## src/rtl/cbt_pkg.sv

```systemverilog
package cbt_pkg;
    localparam int NUM_DRV_D = 4;
    localparam int CNT_W_D   = 4;

    typedef enum logic [1:0] {
        PH_IDLE = 2'd0,
        PH_CMD  = 2'd1,
        PH_RES  = 2'd2
    } phase_e;

    typedef struct packed {
        logic busy;
        logic dir;
    } cmd_stat_t;

    function automatic cmd_stat_t stat_of(input phase_e ph);
        cmd_stat_t s;
        s.busy = (ph != PH_IDLE);
        s.dir  = (ph == PH_RES);
        return s;
    endfunction
endpackage

```

## src/rtl/cbt_phase_fsm.sv

```systemverilog
module cbt_phase_fsm
    import cbt_pkg::*;
#(
    parameter int CNT_W = CNT_W_D
) (
    input  logic             clk,
    input  logic             rst,
    input  logic             byte_acc,
    input  logic [CNT_W-1:0] param_cnt,
    input  logic             has_result,
    input  logic             res_done,
    output cmd_stat_t        stat
);
    phase_e           phase_q;
    logic [CNT_W-1:0] remain_q;
    logic             want_res_q;

    always_ff @(posedge clk) begin
        if (rst) begin
            phase_q    <= PH_IDLE;
            remain_q   <= '0;
            want_res_q <= 1'b0;
        end else begin
            case (phase_q)
                PH_IDLE: begin
                    if (byte_acc) begin
                        if (param_cnt != '0) begin
                            phase_q    <= PH_CMD;
                            remain_q   <= param_cnt;
                            want_res_q <= has_result;
                        end else if (has_result) begin
                            phase_q <= PH_RES;
                        end
                    end
                end
                PH_CMD: begin
                    if (byte_acc) begin
                        if (remain_q == CNT_W'(1)) begin
                            phase_q  <= want_res_q ? PH_RES : PH_IDLE;
                            remain_q <= '0;
                        end else begin
                            remain_q <= remain_q - CNT_W'(1);
                        end
                    end
                end
                PH_RES: begin
                    if (res_done) phase_q <= PH_IDLE;
                end
                default: phase_q <= PH_IDLE;
            endcase
        end
    end

    assign stat = stat_of(phase_q);
endmodule

```

## src/rtl/cbt_drive_bank.sv

```systemverilog
module cbt_drive_bank #(
    parameter int NUM_DRV = 4,
    parameter int DRV_W   = 2
) (
    input  logic               clk,
    input  logic               rst,
    input  logic               seek_start,
    input  logic [DRV_W-1:0]   seek_sel,
    input  logic [NUM_DRV-1:0] seek_done,
    output logic [NUM_DRV-1:0] busy
);
    for (genvar i = 0; i < NUM_DRV; i++) begin : g_drv
        logic hit;
        assign hit = seek_start && (seek_sel == DRV_W'(i));
        always_ff @(posedge clk) begin
            if (rst)               busy[i] <= 1'b0;
            else if (hit)          busy[i] <= 1'b1;
            else if (seek_done[i]) busy[i] <= 1'b0;
        end
    end
endmodule

```

## src/rtl/cmd_busy_tracker.sv

```systemverilog
module cmd_busy_tracker
    import cbt_pkg::*;
#(
    parameter int NUM_DRV = NUM_DRV_D,
    parameter int CNT_W   = CNT_W_D,
    localparam int DRV_W  = (NUM_DRV > 1) ? $clog2(NUM_DRV) : 1
) (
    input  logic               clk,
    input  logic               rst,
    input  logic               byte_acc,
    input  logic [CNT_W-1:0]   param_cnt,
    input  logic               has_result,
    input  logic               res_done,
    input  logic               seek_start,
    input  logic [DRV_W-1:0]   seek_sel,
    input  logic [NUM_DRV-1:0] seek_done,
    output logic               cmd_busy,
    output logic               dir_out,
    output logic [NUM_DRV-1:0] drv_busy
);
    cmd_stat_t stat;

    cbt_phase_fsm #(.CNT_W(CNT_W)) u_fsm (
        .clk        (clk),
        .rst        (rst),
        .byte_acc   (byte_acc),
        .param_cnt  (param_cnt),
        .has_result (has_result),
        .res_done   (res_done),
        .stat       (stat)
    );

    cbt_drive_bank #(.NUM_DRV(NUM_DRV), .DRV_W(DRV_W)) u_drv (
        .clk        (clk),
        .rst        (rst),
        .seek_start (seek_start),
        .seek_sel   (seek_sel),
        .seek_done  (seek_done),
        .busy       (drv_busy)
    );

    assign cmd_busy = stat.busy;
    assign dir_out  = stat.dir;
endmodule

```

## config.mk

```make
export PLATFORM = sky130hd
export DESIGN_NAME = cmd_busy_tracker
export DESIGN_NICKNAME = d
export VERILOG_FILES = /design/src/rtl/cbt_pkg.sv /design/src/rtl/cbt_phase_fsm.sv /design/src/rtl/cbt_drive_bank.sv /design/src/rtl/cmd_busy_tracker.sv
export SDC_FILE = /design/constraint.sdc
export NUM_CORES = 1
export LEC_CHECK = 0
export BUFFER_PORTS_ARGS = -buffer_cell sky130_fd_sc_hd__buf_2
export CAP_MARGIN = 20
export CORE_MARGIN = 4
export CORE_UTILIZATION = 41
export DETAILED_ROUTE_END_ITERATION = 8
export HOLD_SLACK_MARGIN = 0.05
export PLACE_DENSITY = 0.71
export SLEW_MARGIN = 20
export SYNTH_ARGS = -nofsm -noshare
export SYNTH_HDL_FRONTEND = slang
export SYNTH_SLANG_ARGS = --single-unit
```

## constraint.sdc

```tcl
create_clock -name clk -period 1.3 [get_ports clk]
set_input_delay 0.065 -clock clk [delete_from_list [all_inputs] [get_ports clk]]
set_output_delay 0.065 -clock clk [all_outputs]
set_load 0.005 [all_outputs]
```

==> metrics.txt, run 1 <==
CP Capture Type=flip-flop; CTS tree=done; DR pass1 iterations=4; placed cells=109; cell taking the most area after synthesis=dfxtp_1; worst skew pair latency=0.27 ns; total die area=approximately 2100 um2; Clock Pin Slew Worst Setup and Hold Paths=around 0.070 ns; remaining antenna violation count=0; Worst path top cell family by delay=flip-flops; post-synthesis adder-cell area fraction=4.16%; CP startpoint kind=flip-flop; Final Hold Slack=0.0592 ns; Remaining DRCs=0; Starting Density=45.1%; register bit total from synthesis=11; Antenna Cells=0; top-area cell type share of the netlist area=between 30% and 40%; met2 wire len=between 700 and 800 um; R2R cell count=6; Netlist cell types=29; Hold Path Class=input pin to flip-flop; Synth Flop Type=dfxtp_1; first-pass GRT wire length=~2300 um; htree depth=1; Levels on crit path=6; Placed Area=749 um2; CP endpoint=u_fsm.remain_q[1]; Rows=13; Synth area leaders=dfxtp_1 37%, a21oi_1 6.7%, nor2_1 5.6%; total CTS buffers=3; fill count=128; Critical-path top delay cell=dfxtp_2; CTS max path bufs=2; RSZ-0062 raised after global routing=yes; crit-path max cell delay=approximately 0.35 ns; share of cells above drive strength 1=42.6%; final std cells w/o fill=around 120; mux share of post-synthesis cell area=3.33%; IO Pins=22; number of vias per cell=between 5 and 6; area delta synth->final=38.9%; VDD IR max=about 0.92 mV; Syn Inst Count=71; post-layout minimum cycle time=1.28 ns; Reg2Reg Setup Slack=0.02 ns; P_leak=0.368 nW; kind of critical path=flip-flop to flip-flop; Slew Limit Fails=0; Multi-input gate area=between 300 and 400 um2; Max-slew headroom=69.6%; Clock Skews=0.00337 ns; WL final=~1500 um; Critical path buffers and inverters=2; async set-reset flop share out of synthesis=0%; overall routing resource usage=approximately 15%; DP HPWL=1080 um; final instance area=between 800 and 900 um2; routability cong.=between 0.7 and 0.8; Highest Signal Layer=met4; period utilization=between 90 and 100%; post-synthesis sequential area ratio=36.6%; R2R Path End=u_fsm.remain_q[1]; Sequential cell area=225 um2; Post-synth top cells=11 x dfxtp_1, 9 x nor2_1, 8 x a21oi_1; yosys warns=0; RR Startpoint=u_fsm.remain_q[1]; pin count of the biggest net entering global routing=12; Fin. Hold Viols=0; post-DR wirelength/cell=12.9 um; PwrDens=999 nW/um2; fmax=between 700 and 800 MHz; Syn Nets=89; status=finished, final reports clean; critical path data required time=1.48 ns; Core Area=1330 um2; Crit. Startpoint=u_fsm.remain_q[1]; Mean Syn Cell Area=8.48 um2; largest family of logic cells by synthesized area=simple AND/OR/NAND/NOR gates; number of synthesized flops with an enable pin=0; CTS root buffer=clkbuf_4; Via Count=614; CP arrival=1.46 ns; DR iter-0 viols=15; M1 wire length=641 um; number of port buffers=21; Mapped Area=602 um2; Post-Synth Simple-Gate Area=28.9%; cells along the critical path=inv_2, buf_4, ha_1, nor2_1, a21oi_1, a211oi_1; nets=120; Total Neg Setup Slack=0 ns; initial antenna violation count=0; total gr overflow=0; # setup viols final=0; Max Fanout on Critical Path=3; max cap viols=0; Clock Sinks=11; count leader, synth=dfxtp_1; Worst Tran Pin Value=0.452 ns; compound-gate portion of the synthesized area=23.3%; WL met3=59 um; die height=46.3 um; XOR/XNOR Fraction of Synth Area=0%; Die Wd=46.3 um; vias in the first global route=579
-- metal layers --
| layer | track usage [%] | up-vias |
|---|---|---|
| li1 | - | 318 |
| met1 | 17.6 | 284 |
| met2 | 25.5 | 10 |
| met3 | 5.86 | 2 |
| met4 | 3.41 | 0 |
| met5 | 0 | - |
-- power by group --
part | internal, mW | total (mW) | switching [mW]
Sequential | 0.363 | 0.391 | 0.0283
Combinational | 0.111 | 0.210 | 0.0989
Clock | 0.119 | 0.233 | 0.115
Total | 0.593 | 0.835 | 0.242
-- worst register-to-register path, cell delays in order (launching register included) --
cell      delay (ns)
dfxtp_2         0.35
inv_2           0.06
buf_4           0.12
ha_1            0.26
nor2_1          0.13
a21oi_1         0.06
a211oi_1        0.23
-- state kept, by name, summed over array words and instances, names as in the netlist --
signal / count
u_fsm.want_res_q: 1
u_fsm.remain_q: 4
u_fsm.phase_q: 2
u_drv.busy: 4
-- placed cells by master (no fill, tap or decap), drive strengths merged, types with 3 or more instances in the layout --
cell type / count
dfxtp: 11
clkbuf: 4
inv: 5
a211oi: 4
o21ai: 3
nor2: 9
a21oi: 8
nand2b: 4
buf: 25
-- cells by family after synthesis --
family / count (synthesis)
compound gates: 20
fa+ha+maj: 2
buf+inv: 6
flops: 11
mux: 2
simple gates: 30
-- through the flow --
stage	setup slack [ns]	utilization, %	power, mW
global route	-0.0313	62.7	0.891
floorplan	0.0299	-	0.505
detailed placement	-0.0393	56.2	0.578
finish	0.0233	62.7	0.835
CTS	0.0102	61.3	0.834
global placement	0.0168	56.2	0.576
-- how the worst min path moves through the flow --
stage / from / endpoint / slack, ns / depth (start not counted)
finish: seek_done[3] / u_drv.busy[3] / 0.06 / 3
global route: seek_done[2] / u_drv.busy[2] / 0.06 / 3
CTS: seek_done[3] / u_drv.busy[3] / 0.05 / 3
detailed placement: has_result / u_fsm.want_res_q / 0.33 / 3
global placement: has_result / u_fsm.want_res_q / 0.33 / 3
floorplan: rst / u_fsm.phase_q[1] / 0.13 / 1
-- repair_timing --
action / CTS / global route
endpoints found under the setup margin: 3 / 5
endpoints found under the hold margin: 2 / 0
gates resized for setup: 7 / 5
hold buffers: 2 / 0
pin swaps: 3 / 4
buffers inserted: 0 / 1
-- layout make-up --
cell class | count | share of cell area, %
well taps | 15 | 2.25
multi-input cells | 54 | 46.9
repair buffers | 27 | 18.6
inverters | 5 | 2.25
clock buffers | 4 | 3.14
flip-flops and latches | 11 | 26.9
(Power assumes the default switching activity.)
==> inputs of run 2 (changes only) <==
CORE_AREA = 4 4 41 43   (was unset)
CORE_MARGIN = unset   (was 4)
CORE_UTILIZATION = unset   (was 41)
DIE_AREA = 0 0 45 47   (was unset)
PLACE_DENSITY = 0.74   (was 0.71)
clock period = 1.6 ns   (was 1.3 ns; I/O delays follow)
==> run 2 against run 1 <==
Effect of this change:
- sequential cell count stayed put
- combinational power shrank 29%
- die area decreased by 1.4%
- via count fell by 3.9%
- fmax shrank 11%
- final area decreased by 8.1%
- hold slack worse by 0.0022 ns
- clock-buffer cell count stayed put
- register-to-register slack improved by 0.15 ns
- critical path type unchanged
- largest cell class unchanged
- largest power group unchanged
==> metrics.txt, run 2 (synthesized netlist as in run 1, its figures left out) <==
Fin. Hold Viols=0; Net Switching=0.190 mW; R2R Path End=u_fsm.phase_q[1]; min-delay src=seek_done[1]; Clk pwr share=29.5%; Worst Tran Pin Value=0.371 ns; die height=47 um; total CTS buffers=3; R2R cell count=5; total die area=2120 um2; CTS root buffer=clkbuf_4; fmax=approximately 700 MHz; PwrDens=854 nW/um2; P_leak=0.347 nW; Crit. Startpoint=u_fsm.remain_q[1]; Slew Limit Fails=0; post-cts sizing count=0; IO Pins=22; Clock Skews=about 0.00065 ns; DR pass1 iterations=3; first-pass GRT wire length=2220 um; Clock Sinks=11; RSZ-0062 raised after global routing=no; Antenna Cells=0; Max Fanout on Critical Path=3; Regs by FF count=u_drv.busy: 4 flops, u_fsm.remain_q: 4 flops, u_fsm.phase_q: 2 flops; critical path data required time=about 1.8 ns; CP Capture Type=flip-flop; VDD IR max=between 0.4 and 0.5 mV; Hold Path Cell Cnt=3; htree depth=1; share of cells above drive strength 1=34.0%; initial antenna violation count=0; Reg2Reg Setup Slack=0.17 ns; WL final=1450 um; number of vias per cell=5.27; nets=116; sw frac=29.0%; Starting Density=around 46%; Reg power frac=47.8%; vias in the first global route=~530; remaining antenna violation count=0; # setup viols final=0; CP startpoint kind=flip-flop; DR iter-0 viols=6; Die Wd=45 um; Max-slew headroom=75.0%; Hold Path Class=input pin to flip-flop; worst skew pair latency=0.27 ns; RR Startpoint=u_fsm.remain_q[1]; CP arrival=1.61 ns; CTS max path bufs=2; post-DR wirelength/cell=13.0 um; most common cell after layout, fill and taps aside=buf_2; Core Area=roughly 1300 um2; number of port buffers=21; Rows=13; routability cong.=0.728; period utilization=89.5%; CTS tree=done; max cap viols=0; Hold EP=u_drv.busy[1]; status=finished, final reports clean; kind of critical path=flip-flop to flip-flop; area delta synth->final=27.7%; total gr overflow=0; # Post-CTS Setup Buffers=0; Final Hold Slack=0.0571 ns; pin count of the biggest net entering global routing=12; Clock Pin Slew Worst Setup and Hold Paths=approximately 0.070 ns; most frequent cells in the layout=21 x buf_2, 11 x dfxtp_1, 9 x nor2_1; Combinational Power Share=22.7%; Total Neg Setup Slack=0 ns; overall routing resource usage=15.2%; internal power=0.466 mW; Remaining DRCs=0; DP HPWL=1110 um; Via Count=590; Hold-fix buffers, CTS=0; Final Util=between 50% and 60%; post-layout minimum cycle time=1.43 ns
## run 2: cell types whose count changed in the layout (fill, tap and decap cells not counted), sizes merged
cell / change
dlygate4sd3: -2
buf: -2
## run 2: layout make-up
cell class | instances | area (um2)
flip-flops and latches | 11 | 220
inverters | 5 | 18.8
multi-input cells | 54 | 364
fillers | 134 | 533
repair buffers | 23 | 120
well taps | 15 | 18.8
clock buffers | 4 | 26.3
## run 2: per-layer routing
| metal | share of wire, % | up-vias | global-route usage, % | wire, um |
|---|---|---|---|---|
| li1 | - | 309 | - | - |
| met1 | 41 | 264 | 16.4 | 602 |
| met2 | 51 | 12 | 24.6 | 748 |
| met3 | 4.7 | 5 | 5.75 | 69 |
| met4 | 2.3 | 0 | 10.5 | 33 |
| met5 | 0 | - | 0 | 0 |
## run 2: metrics by stage
stage | std cells | instance area (um2) | setup WS [ns] | total power [mW]
after floorplan | 71 | 602 | 0.285 | 0.409
after global placement | 108 | 737 | 0.186 | 0.463
after detailed placement | 108 | 737 | 0.0870 | 0.467
after CTS | 112 | 763 | 0.0454 | 0.657
after global routing | 112 | 768 | 0.0468 | 0.696
final | 112 | 768 | 0.169 | 0.656
## run 2: worst max path at each step
stage / slack [ns] / cells past startpoint / endpoint
2_1_floorplan: 0.29 / 5 / u_fsm.phase_q[1]
3_3_place_gp: 0.19 / 4 / u_fsm.phase_q[1]
3_5_place_dp: 0.09 / 5 / u_fsm.phase_q[1]
4_1_cts: 0.05 / 5 / u_fsm.phase_q[1]
5_1_grt: 0.05 / 5 / u_fsm.phase_q[1]
6_report: 0.17 / 5 / u_fsm.phase_q[1]
## run 2: power by group through the flow
stage	Combinational [mW]	Sequential [mW]	Clock (mW)
floorplan	0.0946	0.314	0
global placement	0.146	0.317	0
detailed placement	0.148	0.319	0
CTS	0.149	0.313	0.195
global route	0.168	0.317	0.212
finish	0.149	0.314	0.193
## run 2: worst max-delay path, stage by stage, from the launching register on
cell,delay [ns]
dfxtp_1,0.33
inv_1,0.09
ha_1,0.18
nor3b_2,0.26
a31oi_1,0.13
a2111oi_2,0.33
==> inputs of run 3 (changes only) <==
==> constraint.sdc (replaced) <==
create_clock -name clk -period 1.6 [get_ports clk]
set_input_delay 0.32 -clock clk [delete_from_list [all_inputs] [get_ports clk]]
set_output_delay 0.32 -clock clk [all_outputs]
set_load 0.005 [all_outputs]
==> run 3 against run 2 <==
Effect of this change:
- utilization up 0.29 points
- die area unchanged
- fmax down 0.86%
- combinational power up 4%
- power down 0.71%
- non-clock buffer count up 1
- worst setup slack worse by 0.012 ns
- clock skew up 0.0028 ns
- final cell count up 0.89%
- largest power group unchanged
==> metrics.txt, run 3 (synthesized netlist as in run 1, its figures left out) <==
status=finished, final reports clean; die height=47 um; RR Startpoint=u_fsm.remain_q[1]; CTS max path bufs=2; Die Wd=around 45 um; post-DR wirelength/cell=12.2 um; Clk pwr share=28.6%; Worst Tran Pin Value=between 0.5 and 0.6 ns; Hold Path Class=input pin to flip-flop; Combinational Power Share=23.7%; most frequent cells in the layout=21 x buf_2, 10 x dfxtp_1, 9 x nor2_1; DR iter-0 viols=6; Rows=13; Fin. Hold Viols=0; nets=roughly 120; DP HPWL=between 1000 and 1500 um; post-layout minimum cycle time=1.44 ns; Starting Density=46.2%; Slew Limit Fails=0; area delta synth->final=28.3%; CP Capture Type=flip-flop; Antenna Cells=0; PwrDens=approximately 840 nW/um2; VDD IR max=0.527 mV; period utilization=90.2%; Reg2Reg Setup Slack=0.16 ns; pin count of the biggest net entering global routing=12; IO Pins=22; vias in the first global route=approximately 600; Core Area=1300 um2; total CTS buffers=3; total gr overflow=0; total power=0.651 mW; Clock Sinks=11; critical path data required time=approximately 1.8 ns; RSZ-0062 raised after global routing=no; share of cells above drive strength 1=about a third; CP startpoint kind=flip-flop; Remaining DRCs=0; R2R Path End=u_fsm.remain_q[2]; number of port buffers=21; WL final=1380 um; Net Switching=0.185 mW; internal power=roughly 0.47 mW; Regs by FF count=u_drv.busy: 4 flops, u_fsm.remain_q: 4 flops, u_fsm.phase_q: 2 flops; initial antenna violation count=0; worst skew pair latency=0.26 ns; CTS tree=done; remaining antenna violation count=0; R2R cell count=6; CP arrival=1.64 ns; first-pass GRT wire length=2340 um; Hold Path Cell Cnt=3; Hold-fix buffers, CTS=0; DR pass1 iterations=4; overall routing resource usage=about 15%; CTS root buffer=clkbuf_4; fmax=between 600 and 700 MHz; most common cell after layout, fill and taps aside=buf_2; Max-slew headroom=64.5%; Total Neg Setup Slack=0 ns; Reg power frac=47.7%; total die area=2120 um2; Clock Pin Slew Worst Setup and Hold Paths=0.07 ns; htree depth=1; Clock Skews=0.00345 ns; # setup viols final=0; kind of critical path=flip-flop to flip-flop; routability cong.=a little over 0.8; Hold EP=u_drv.busy[2]; P_leak=0.350 nW; Max Fanout on Critical Path=3; min-delay src=seek_done[2]; number of vias per cell=5.27; max cap viols=0; sw frac=28.3%; Via Count=between 500 and 600
run 3: cell types whose count changed in the layout (fill, tap and decap cells not counted):
cell	change
nor3b_2	-1
dfxtp_1	-1
buf_4	+1
dfxtp_2	+1
nor3b_1	+1
run 3: worst max path at each step:
stage                            startpoint                 to  slack, ns
after floorplan                param_cnt[3]  u_fsm.remain_q[0]       0.26
after global placement         param_cnt[3]   u_fsm.phase_q[1]       0.11
after detailed placement       param_cnt[3]   u_fsm.phase_q[1]       0.08
after CTS                 u_fsm.remain_q[0]   u_fsm.phase_q[1]       0.12
after global routing       u_fsm.phase_q[1]  u_fsm.remain_q[3]       0.01
final                     u_fsm.remain_q[1]  u_fsm.remain_q[2]       0.16
run 3: area by class of cell:
| type | instances | area [um2] |
|---|---|---|
| clock buffer | 4 | 26.3 |
| fill | 132 | 529 |
| inverter | 5 | 18.8 |
| multi-input combinational | 54 | 359 |
| sequential | 11 | 221 |
| tap | 15 | 18.8 |
| timing repair buffer | 24 | 128 |
run 3: power groups by stage:
stage	clock network [mW]	logic, mW	registers (mW)
final	0.186	0.155	0.310
after global routing	0.203	0.173	0.314
after CTS	0.195	0.155	0.310
after detailed placement	0	0.155	0.316
after global placement	0	0.151	0.315
after floorplan	0	0.0946	0.314
run 3: repair_timing:
action	CTS	global route
gates resized for setup	0	1
endpoints found under the setup margin	0	1
buffers inserted	0	0
run 3: worst max-delay path, stage by stage (launching register included):
cell and delay [ns]:
dfxtp_1 0.35, inv_1 0.07, ha_1 0.20, nor2b_1 0.14, nor4b_1 0.31, o21ai_0 0.15
a21oi_1 0.17
run 3: layer usage:
layer	global-route usage (%)	wire (um)
met1	17.4	596
met2	27.1	733
met3	2.30	50
met4	5.26	0
met5	0	0
run 3: metrics by stage:
stage | hold WS [ns] | setup slack [ns] | area (um2) | util, % | instances
after detailed placement | 0.465 | 0.0812 | 744 | 57.2 | 109
final | 0.317 | 0.156 | 772 | 59.3 | 113
after global placement | 0.458 | 0.114 | 744 | 57.2 | 109
after floorplan | 0.389 | 0.257 | 602 | - | 71
after CTS | 0.312 | 0.123 | 771 | 59.2 | 113
after global routing | 0.334 | 0.0129 | 772 | 59.3 | 113
